==> config.mk <==
export PLATFORM = sky130hd
export DESIGN_NAME = slave_fifo_port
export DESIGN_NICKNAME = d
export VERILOG_FILES = /design/src/rtl/sfp_pkg.sv /design/src/rtl/sfp_strobe_decode.sv /design/src/rtl/sfp_fifo.sv /design/src/rtl/sfp_pkt_commit.sv /design/src/rtl/slave_fifo_port.sv
export SDC_FILE = /design/constraint.sdc
export NUM_CORES = 1
export LEC_CHECK = 0
export ABC_AREA = 1
export BUFFER_PORTS_ARGS = -buffer_cell sky130_fd_sc_hd__buf_4
export CORE_MARGIN = 5
export CORE_UTILIZATION = 47
export CTS_CLUSTER_SIZE = 28
export DETAILED_ROUTE_END_ITERATION = 6
export PLACE_DENSITY = 0.72
export SKIP_CTS_REPAIR_TIMING = 1
export SLEW_MARGIN = 20
export SYNTH_ARGS = -nofsm -noshare
export SYNTH_HDL_FRONTEND = slang
export SYNTH_SLANG_ARGS = --single-unit
==> constraint.sdc <==
create_clock -name clk -period 5.2 [get_ports clk]
set_clock_uncertainty 0.1 [all_clocks]
set_input_delay 0.26 -clock clk [delete_from_list [all_inputs] [get_ports clk]]
set_output_delay 0.26 -clock clk [all_outputs]
set_load 0.02 [all_outputs]
==> src/rtl/sfp_pkg.sv <==
package sfp_pkg;
    localparam int unsigned NFIFO = 4;
    localparam int unsigned DEPTH = 16;
    localparam int unsigned DW    = 16;
    localparam int unsigned AW    = $clog2(NFIFO);
    localparam int unsigned PW    = $clog2(DEPTH);
    localparam int unsigned CW    = $clog2(DEPTH + 1);
    localparam int unsigned BW    = CW + 1;
    localparam int unsigned HW    = DW / 2;

    // strobe indices inside the polarity/strobe vectors
    localparam int unsigned STB_RD     = 0;
    localparam int unsigned STB_WR     = 1;
    localparam int unsigned STB_OE     = 2;
    localparam int unsigned STB_COMMIT = 3;
    localparam int unsigned NSTB       = 4;

    typedef struct packed {
        logic underflow;
        logic overflow;
        logic almost_full;
        logic full;
        logic almost_empty;
        logic empty;
    } fifo_stat_t;

    localparam int unsigned SW = $bits(fifo_stat_t);

    function automatic logic active_of(input logic raw, input logic hi);
        return hi ? raw : ~raw;
    endfunction

    function automatic logic [BW-1:0] byte_count(input logic [CW-1:0] cnt, input logic wide);
        return wide ? {cnt, 1'b0} : BW'(cnt);
    endfunction
endpackage

==> src/rtl/sfp_strobe_decode.sv <==
module sfp_strobe_decode
    import sfp_pkg::*;
(
    input  logic [NSTB-1:0] raw,
    input  logic [NSTB-1:0] hi,
    output logic [NSTB-1:0] act
);
    for (genvar s = 0; s < NSTB; s++) begin : g_stb
        assign act[s] = active_of(raw[s], hi[s]);
    end
endmodule

==> src/rtl/sfp_fifo.sv <==
module sfp_fifo
    import sfp_pkg::*;
(
    input  logic          clk,
    input  logic          rst,
    input  logic          wide,
    input  logic          push,
    input  logic          pop,
    input  logic [DW-1:0] wdata,
    output logic [DW-1:0] head,
    output logic [CW-1:0] count,
    output fifo_stat_t    stat
);
    logic [DW-1:0] mem [DEPTH];
    logic [PW-1:0] rd_ptr, wr_ptr;
    logic [CW-1:0] cnt;
    logic          ovf, udf;
    logic          push_ok, pop_ok;
    logic [DW-1:0] store;

    assign push_ok = push && (cnt != CW'(DEPTH));
    assign pop_ok  = pop && (cnt != '0);
    assign store   = wide ? wdata : {{(DW-HW){1'b0}}, wdata[HW-1:0]};

    always_ff @(posedge clk) begin
        if (push_ok) mem[wr_ptr] <= store;
    end

    always_ff @(posedge clk) begin
        if (rst) begin
            rd_ptr <= '0;
            wr_ptr <= '0;
            cnt    <= '0;
            ovf    <= 1'b0;
            udf    <= 1'b0;
        end else begin
            if (push_ok) wr_ptr <= (wr_ptr == PW'(DEPTH-1)) ? '0 : wr_ptr + 1'b1;
            if (pop_ok)  rd_ptr <= (rd_ptr == PW'(DEPTH-1)) ? '0 : rd_ptr + 1'b1;
            if (push_ok && !pop_ok)      cnt <= cnt + 1'b1;
            else if (pop_ok && !push_ok) cnt <= cnt - 1'b1;
            if (push && !push_ok) ovf <= 1'b1;
            if (pop && !pop_ok)   udf <= 1'b1;
        end
    end

    assign head  = (cnt == '0) ? '0 : mem[rd_ptr];
    assign count = cnt;

    always_comb begin
        stat.empty        = (cnt == '0);
        stat.almost_empty = (cnt == CW'(1));
        stat.full         = (cnt == CW'(DEPTH));
        stat.almost_full  = (cnt == CW'(DEPTH-1));
        stat.overflow     = ovf;
        stat.underflow    = udf;
    end

    AST_COUNT_LIMIT: assert property (@(posedge clk) disable iff (rst) cnt <= CW'(DEPTH));
    AST_OVF_STICKY: assert property (@(posedge clk) disable iff (rst) ovf |=> ovf);
    AST_UDF_STICKY: assert property (@(posedge clk) disable iff (rst) udf |=> udf);
    AST_FULL_PUSH_DROP: assert property (@(posedge clk) disable iff (rst)
        (stat.full && push && !pop) |=> stat.full && ovf);
endmodule

==> src/rtl/sfp_pkt_commit.sv <==
module sfp_pkt_commit
    import sfp_pkg::*;
(
    input  logic             clk,
    input  logic             rst,
    input  logic             fire,
    input  logic [AW-1:0]    sel,
    input  logic [CW-1:0]    cnt,
    input  logic             wide,
    output logic [NFIFO-1:0] ready,
    output logic [BW-1:0]    bytes,
    output logic             zero
);
    always_ff @(posedge clk) begin
        if (rst) begin
            ready <= '0;
            bytes <= '0;
            zero  <= 1'b0;
        end else begin
            ready <= fire ? (NFIFO'(1) << sel) : '0;
            if (fire) begin
                bytes <= byte_count(cnt, wide);
                zero  <= (cnt == '0);
            end
        end
    end

    AST_PKT_ONEHOT: assert property (@(posedge clk) disable iff (rst) $onehot0(ready));
    AST_ZERO_BYTES: assert property (@(posedge clk) disable iff (rst)
        (ready != '0 && zero) |-> bytes == '0);
endmodule

==> src/rtl/slave_fifo_port.sv <==
module slave_fifo_port
    import sfp_pkg::*;
(
    input  logic                clk,
    input  logic                rst,
    input  logic [NFIFO-1:0]    cfg_dir_in,
    input  logic [NFIFO-1:0]    cfg_wide,
    input  logic [NSTB-1:0]     cfg_strobe_hi,
    input  logic                cfg_flag_hi,
    input  logic [AW-1:0]       ext_addr,
    input  logic                ext_rd,
    input  logic                ext_wr,
    input  logic                ext_oe,
    input  logic                ext_commit,
    input  logic [DW-1:0]       ext_din,
    output logic [DW-1:0]       ext_dout,
    output logic                ext_dout_en,
    output logic                ext_empty,
    output logic                ext_almost_empty,
    output logic                ext_full,
    output logic                ext_almost_full,
    input  logic [NFIFO-1:0]    usb_push,
    input  logic [NFIFO-1:0]    usb_pop,
    input  logic [DW-1:0]       usb_wdata,
    output logic [NFIFO*DW-1:0] usb_rdata,
    output logic [NFIFO-1:0]    pkt_ready,
    output logic [BW-1:0]       pkt_bytes,
    output logic                pkt_zero,
    output logic [NFIFO*SW-1:0] stat_flags
);
    logic [NSTB-1:0]  stb_raw, stb_act;
    logic [NFIFO-1:0] push, pop;
    logic [DW-1:0]    wdat   [NFIFO];
    logic [DW-1:0]    heads  [NFIFO];
    logic [CW-1:0]    counts [NFIFO];
    fifo_stat_t       stats  [NFIFO];
    fifo_stat_t       sel_stat;
    logic             commit_fire;

    assign stb_raw[STB_RD]     = ext_rd;
    assign stb_raw[STB_WR]     = ext_wr;
    assign stb_raw[STB_OE]     = ext_oe;
    assign stb_raw[STB_COMMIT] = ext_commit;

    sfp_strobe_decode u_decode (
        .raw (stb_raw),
        .hi  (cfg_strobe_hi),
        .act (stb_act)
    );

    for (genvar i = 0; i < NFIFO; i++) begin : g_fifo
        logic addressed;
        assign addressed = (ext_addr == AW'(i));
        assign push[i] = cfg_dir_in[i] ? (stb_act[STB_WR] && addressed) : usb_push[i];
        assign pop[i]  = cfg_dir_in[i] ? usb_pop[i] : (stb_act[STB_RD] && addressed);
        assign wdat[i] = cfg_dir_in[i] ? ext_din : usb_wdata;

        sfp_fifo u_fifo (
            .clk   (clk),
            .rst   (rst),
            .wide  (cfg_wide[i]),
            .push  (push[i]),
            .pop   (pop[i]),
            .wdata (wdat[i]),
            .head  (heads[i]),
            .count (counts[i]),
            .stat  (stats[i])
        );

        assign usb_rdata[i*DW +: DW]  = heads[i];
        assign stat_flags[i*SW +: SW] = stats[i];
    end

    assign sel_stat         = stats[ext_addr];
    assign ext_empty        = active_of(sel_stat.empty, cfg_flag_hi);
    assign ext_almost_empty = active_of(sel_stat.almost_empty, cfg_flag_hi);
    assign ext_full         = active_of(sel_stat.full, cfg_flag_hi);
    assign ext_almost_full  = active_of(sel_stat.almost_full, cfg_flag_hi);

    assign ext_dout_en = stb_act[STB_OE];
    assign ext_dout    = stb_act[STB_OE] ? heads[ext_addr] : '0;

    assign commit_fire = stb_act[STB_COMMIT] && cfg_dir_in[ext_addr];

    sfp_pkt_commit u_commit (
        .clk   (clk),
        .rst   (rst),
        .fire  (commit_fire),
        .sel   (ext_addr),
        .cnt   (counts[ext_addr]),
        .wide  (cfg_wide[ext_addr]),
        .ready (pkt_ready),
        .bytes (pkt_bytes),
        .zero  (pkt_zero)
    );

    AST_DOUT_QUIET: assert property (@(posedge clk) disable iff (rst)
        !ext_dout_en |-> ext_dout == '0);
    AST_COMMIT_PULSE: assert property (@(posedge clk) disable iff (rst)
        (commit_fire && pkt_ready == '0) |=> pkt_ready != '0);
endmodule

==> results of run 1 <==
per-layer routing:
metal / vias up / track usage / share of wire
li1: 15600 / - / -
met4: 4 / 0.102 / 0.043
met3: 258 / 0.0639 / 0.12
met1: 16300 / 0.344 / 0.39
met5: - / 0 / 0.00019
met2: 1999 / 0.377 / 0.45
worst max-delay path, stage by stage, from the launching register on:
cell	delay, ns
dfxtp_4	0.57
clkinv_2	0.82
buf_4	0.56
nand2_1	0.10
nand3_1	0.06
nand3_1	0.13
nand2_1	0.06
nand2_1	0.09
nand2_1	0.12
nand3_1	0.11
nand2_1	0.14
nor2_1	0.54
nor2_1	0.11
buf_4	0.19
area by class of cell:
type / count / area, um2 / share of cell area
Timing Repair Buffer: 286 / 2180 / 0.0406
Inverter: 114 / 447 / 0.00830
Sequential cell: 1111 / 32500 / 0.604
Tap cell: 1298 / 1620 / 0.0302
Antenna cell: 2 / 5.00 / 0.0000931
Clock buffer: 135 / 2900 / 0.0539
Multi-Input combinational cell: 2950 / 13500 / 0.251
Clock inverter: 66 / 617 / 0.0115
cells in the final DEF, fill, tap and decap left out, drive strengths merged:
cell,count
nand3,866
nor3b,2
a211oi,2
nand2,1503
o221ai,6
dlygate4sd3,9
clkinv,61
ha,44
bufinv,9
o2111ai,1
a22oi,4
inv,105
nand4,3
edfxtp,1024
xnor2,7
o22ai,3
a22o,1
nor3,15
o22a,1
dfxtp,87
xor2,14
clkinvlp,5
clkbuf,135
a21oi,126
nor2,220
buf,277
diode,2
o21ai,127
a221oi,1
or2,4
power breakdown:
group / switching [mW] / leakage [nW] / total [mW] / internal [mW]
combinational: 5.03 / 8.33 / 7.00 / 1.98
clock: 3.37 / 1.71 / 7.78 / 4.40
sequential: 0.230 / 10.0 / 10.3 / 10.1
total: 8.63 / 20.1 / 25.1 / 16.4
through the flow:
stage	worst slack, ns	hold slack, ns	area [um2]
CTS	0.502	-0.205	53700
floorplan	2.49	0.330	47400
global placement	1.31	0.356	50100
finish	0.465	-0.0201	53800
global route	0.207	0.0120	53800
detailed placement	1.28	0.359	50100
how the worst min path moves through the flow:
stage | to | startpoint | cells after the start
floorplan | u_commit.ready[3] | ext_addr[0] | 2
global placement | g_fifo[1].u_fifo.ovf | g_fifo[1].u_fifo.ovf | 2
detailed placement | u_commit.bytes[0] | u_commit.bytes[0] | 2
CTS | u_commit.ready[3] | ext_addr[1] | 3
global route | g_fifo[2].u_fifo.ovf | usb_push[2] | 5
finish | g_fifo[2].u_fifo.ovf | usb_push[2] | 5
cell families (layout without fill, tap and decap cells):
family,after synthesis,after routing,share of synthesized area
AND/OR/NAND/NOR,2613,2613,0.234
other,0,2,0
flip-flops,1111,1111,0.686
XOR/XNOR,21,21,0.00420
adder cells (fa/ha/maj),44,44,0.0116
AO/OA/AOI/OAI,272,272,0.0307
buffers and inverters,366,601,0.0344
state kept, by name (all words and copies together), names as in the netlist, named ones only:
| register | count |
|---|---|
| g_fifo.u_fifo.count | 20 |
| g_fifo.u_fifo.mem | 1024 |
| g_fifo.u_fifo.ovf | 4 |
| g_fifo.u_fifo.rd_ptr | 16 |
| g_fifo.u_fifo.udf | 4 |
| g_fifo.u_fifo.wr_ptr | 16 |
| u_commit.bytes | 6 |
| u_commit.ready | 4 |
| u_commit.zero | 1 |
==> impl_metrics.csv, run 1 <==
group,metric,value,unit
power_and_ir_drop,power,25.1,mW
setup_path,critPathArrivalTime,4.38,ns
sta,hold_viol,1,
run,drv_cap,0,
global_route,grt_pass1_wl,202000,um
sta,fmax,211,MHz
sta,period_needed,4.74,ns
place,place_inst,5750,
floorplan,initial_core_util,0.473,
routing,drc,4,
global_route,antenna_found_initial,4,
min_path,min_path_type,"input pin to flip-flop",
synth,ys_ff_latch,1111,
setup_path,r2r_start,"g_fifo[3].u_fifo.count[0]",
setup_path,crit_type,"flip-flop to output port",
place,globalplace.congestion,0.933,
setup_path,reg2regPathDepth,12,
synth,seq_area_frac_synth,0.686,
setup_path,crit_fanout,63,
synth,syn_area,47400,um2
power_and_ir_drop,power.leakage,20.1,nW
floorplan,fp.dieH,328,um
finish,fin_nets,4678,
sta,whs,-0.0201,ns
synth,synth_largest_area_cell,"edfxtp_1",
routing,num_vias,34200,
synth,synth_top_area_share,0.649,
sta,slew_viol_final,0,
finish,drive_gt1_frac,0.123,
finish,fin_util,0.537,
routing,avgRoutedWirePerCell,22.9,um
power_and_ir_drop,peakVddDrop,0.282,mV
routing,first_pass_iters,7,
finish,areaGrowthSynthToFinish,13.5,%
setup_path,r2r-end,"g_fifo[3].u_fifo.count[3]",
global_route,track_usage,0.248,
setup_path,rrSetupSlack,2.13,ns
clock_tree,tritoncts,"yes",
synth,yosys-top-cells-area,"edfxtp_1, nand2_1, nand3_1",
routing,vias_per_cell,5.74,
routing,drtIter0Drc,4297,
synth,yosysMostFrequentCell,"nand2_1",
synth,ys.flop_type,"edfxtp_1",
power_and_ir_drop,power_density,466,nW/um2
synth,synth_cell_type_count,47,
sta,setup_viol,0,
synth,yosys_warnings,0,
clock_tree,clock_sinks,1111,
finish,fin_cells,5962,
clock_tree,htree_levels,3,
place,port_buffers,180,
global_route,grt_overflow_total,0,
synth,synthArstFlopShare,0,
synth,yosys-top-cells-count,"nand2_1, edfxtp_1, nand3_1",
setup_path,crit_path_end_kind,"output port",
setup_path,crit_end,"ext_dout[3]",
run_status,status,"complete, but fails checks",
sta,worst_pin_slew,1.15,ns
floorplan,dieWidth,328,um
finish,fillers,8388,
floorplan,core,100000,um2
routing,finalWirelength,136000,um
synth,syn_avg_cell_area,10.7,um2
floorplan,dieArea,107000,um2
sta,slew_headroom,0.232,
synth,synthCells,4427,
clock_tree,clk_path_buf_depth,3,
clock_tree,worstSkewPairLatency,0.69,ns
clock_tree,clock-root-buffer,"clkbuf_16",
synth,synth_edf_count,1024,
floorplan,io_pins,181,
place,place_hpwl,86500,um
global_route,grt_max_degree,129,
setup_path,cp-start-kind,"flip-flop",
sta,setup_tns,0,ns
floorplan,row_count,116,
sta,grt_setup_unrepaired,"false",
clock_tree,cts_buffers,110,
sta,fin_crit_sh,0.911,
routing,ant_nets,0,
clock_tree,clkTransAtPathRegs,0.06,ns
synth,syn_nets,4532,
setup_path,required,4.84,ns
run_status,violations,"DRC, hold timing",
global_route,grt_pass1_vias,32200,
(Power assumes the default switching activity.)
==> run 2, diff against run 1 <==
--- a/config.mk
+++ b/config.mk
@@ -5,13 +5,12 @@
 export SDC_FILE = /design/constraint.sdc
 export NUM_CORES = 1
 export LEC_CHECK = 0
-export ABC_AREA = 1
-export BUFFER_PORTS_ARGS = -buffer_cell sky130_fd_sc_hd__buf_4
 export CORE_MARGIN = 5
 export CORE_UTILIZATION = 47
 export CTS_CLUSTER_SIZE = 28
 export DETAILED_ROUTE_END_ITERATION = 6
-export PLACE_DENSITY = 0.72
+export DONT_BUFFER_PORTS = 1
+export PLACE_DENSITY = 0.71
 export SKIP_CTS_REPAIR_TIMING = 1
 export SLEW_MARGIN = 20
 export SYNTH_ARGS = -nofsm -noshare
==> run 2 against run 1 <==
Against the previous run:
- the run ends with hold timing left
- count of clock-buffer cells in the layout is 11 higher
- final area is 2.9% lower
- clock power hardly changed
- sequential cell count stayed put
- core utilization is 0.57 points lower
- setup slack worse by 0.43 ns
- power is 7.1% lower
- sequential power hardly changed
- non-clock buffer count is 159 lower
- combinational power is 27% lower
- critical endpoint is now ext_dout[13]
- register-to-register slack worse by 0.66 ns
==> impl_metrics.csv, run 2 <==
group,metric,value,unit
power_and_ir_drop,p_int,16.0,mW
finish,final_cell_mix,"edfxtp_1, mux4_2, mux2i_1",
synth,syn_nets,2712,
routing,first_pass_iters,6,
power_and_ir_drop,power_density,446,nW/um2
finish,largest_reg_flops,1024,
sta,whs,-0.00274,ns
sta,grt_setup_unrepaired,"false",
synth,syn_avg_cell_area,17.8,um2
routing,avgRoutedWirePerCell,33.0,um
finish,final_common_cell,"edfxtp_1",
synth,synthCells,2607,
clock_tree,clock_sinks,1111,
place,globalplace.congestion,0.988,
synth,seq_area_frac_synth,0.699,
synth,synth_edf_count,1024,
synth,yosys-top-cells-area,"edfxtp_1, mux4_2, mux2i_1",
floorplan,dieWidth,325,um
power_and_ir_drop,clkPwrFrac,0.334,
floorplan,initial_core_util,0.473,
setup_path,cp-start-kind,"flip-flop",
clock_tree,clk_path_buf_depth,3,
finish,top_register,"g_fifo.u_fifo.mem",
synth,synth_cell_type_count,59,
sta,slew_viol_final,0,
synth,synth_top_area_share,0.661,
setup_path,crit_type,"flip-flop to output port",
clock_tree,clkTransAtPathRegs,0.06,ns
setup_path,crit_chain,"inv_1 -> ha_1 -> or4b_1 -> nand3_1 -> o22ai_1 -> a221oi_1 -> o21ai_0 -> buf_4",
synth,yosys-top-cells-count,"edfxtp_1, mux4_2, mux2i_1",
floorplan,row_count,115,
global_route,grt_overflow_total,0,
power_and_ir_drop,switching_share,0.314,
finish,fin_area,52200,um2
routing,ant_nets,0,
finish,ff_latch_area,32500,um2
finish,fin_util,0.531,
setup_path,crit_path_end_kind,"output port",
place,place_inst,3816,
setup_path,crit_buf_inv,2,
sta,fmax,194,MHz
global_route,track_usage,0.241,
place,port_buffers,0,
power_and_ir_drop,peakVddDrop,0.283,mV
power_and_ir_drop,switchingPower,7.32,mW
sta,setup_viol,0,
sta,fin_crit_sh,0.994,
global_route,grt_max_degree,72,
setup_path,worst_path_max_delay_cell,"a221oi_1",
synth,syn_area,46500,um2
floorplan,dieArea,105000,um2
setup_path,critPathArrivalTime,4.81,ns
routing,finalWirelength,135000,um
synth,synth_largest_area_cell,"edfxtp_1",
synth,ys.flop_type,"edfxtp_1",
finish,areaGrowthSynthToFinish,12.3,%
power_and_ir_drop,pwr-share-comb,0.218,
setup_path,crit_fanout,16,
place,place_hpwl,86700,um
synth,synthArstFlopShare,0,
finish,drive_gt1_frac,0.219,
setup_path,path_depth,8,
synth,yosys_warnings,0,
routing,drtIter0Drc,3381,
setup_path,cp_slowest_stage_delay,1.03,ns
sta,setup_tns,0,ns
synth,yosysMostFrequentCell,"edfxtp_1",
floorplan,fp.dieH,325,um
clock_tree,clock-root-buffer,"clkbuf_16",
setup_path,required,4.84,ns
setup_path,reg2regPathDepth,6,
finish,fin_cells,4079,
routing,drc,0,
min_path,min_path_type,"input pin to flip-flop",
clock_tree,htree_levels,3,
floorplan,io_pins,181,
sta,hold_viol,1,
sta,slew_headroom,0.137,
min_path,hold_depth,1,
finish,multiInputGateArea,13300,um2
setup_path,path_delay_family,"compound AO/OA/AOI/OAI gates",
global_route,grt_pass1_wl,185000,um
run_status,violations,"hold timing",
power_and_ir_drop,power.leakage,16.4,nW
routing,vias_per_cell,6.43,
finish,fillers,7490,
finish,fin_nets,2796,
global_route,grt_pass1_vias,25600,
place,placed_area,48100,um2
sta,worst_slack,0.0328,ns
clock_tree,cts_buffers,108,
routing,num_vias,26200,
run,drv_cap,0,
clock_tree,worstSkewPairLatency,0.69,ns
global_route,antenna_found_initial,11,
clock_tree,tritoncts,"yes",
sta,period_needed,5.17,ns
sta,worst_pin_slew,1.29,ns
place,place_ws,1.11,ns
run_status,status,"complete, but fails checks",
floorplan,core,98300,um2
power_and_ir_drop,power,23.3,mW
power_and_ir_drop,pwr-share-seq,0.448,
synth,ys_ff_latch,1111,
[run 2: cell types whose count changed after synthesis, moves of 86 or more]
cell,delta
o21ai_0,-86
mux2i_1,+185
mux4_2,+243
nand3_1,-809
buf_2,-99
nand2_1,-1422
nor2_1,-87
[run 2: final cells by class]
class | count | share of cell area
Timing Repair Buffer | 127 | 0.0221
Tap cell | 1287 | 0.0308
Multi-Input combinational cell | 1306 | 0.254
Inverter | 37 | 0.00266
Clock buffer | 146 | 0.0566
Antenna cell | 13 | 0.000623
Sequential cell | 1111 | 0.623
Clock inverter | 52 | 0.0106
[run 2: cell families after synthesis]
logic type | Yosys count | share of synthesized area
compound gates | 267 | 0.0375
xor+xnor | 28 | 0.00527
fa+ha+maj | 44 | 0.0118
buf+inv | 190 | 0.0192
flops | 1111 | 0.699
mux | 507 | 0.177
simple gates | 460 | 0.0510
[run 2: worst paths after layout]
| kind | slack, ns | start | to |
|---|---|---|---|
| hold / removal | -0.003 | usb_wdata[6] | g_fifo[1].u_fifo.mem[8][6] |
| hold reg to reg | 0.43 | g_fifo[2].u_fifo.rd_ptr[0] | flip-flop |
| setup / recovery | 0.03 | g_fifo[2].u_fifo.count[0] | ext_dout[13] |
| setup reg to reg | 1.47 | g_fifo[2].u_fifo.count[0] | g_fifo[2].u_fifo.mem[4][7] |
[run 2: power by group through the flow]
stage	clock network [mW]	registers (mW)	logic, mW
2_1_floorplan	0	10.4	3.31
3_3_place_gp	0	10.6	4.74
3_5_place_dp	0	10.7	4.85
4_1_cts	7.84	10.5	4.87
5_1_grt	8.23	10.5	5.24
6_report	7.77	10.5	5.08
[run 2: routing by layer]
| layer | track usage | share of wire |
|---|---|---|
| met1 | 0.318 | 0.37 |
| met2 | 0.378 | 0.45 |
| met3 | 0.0886 | 0.14 |
| met4 | 0.0762 | 0.037 |
| met5 | 0 | 0.0014 |
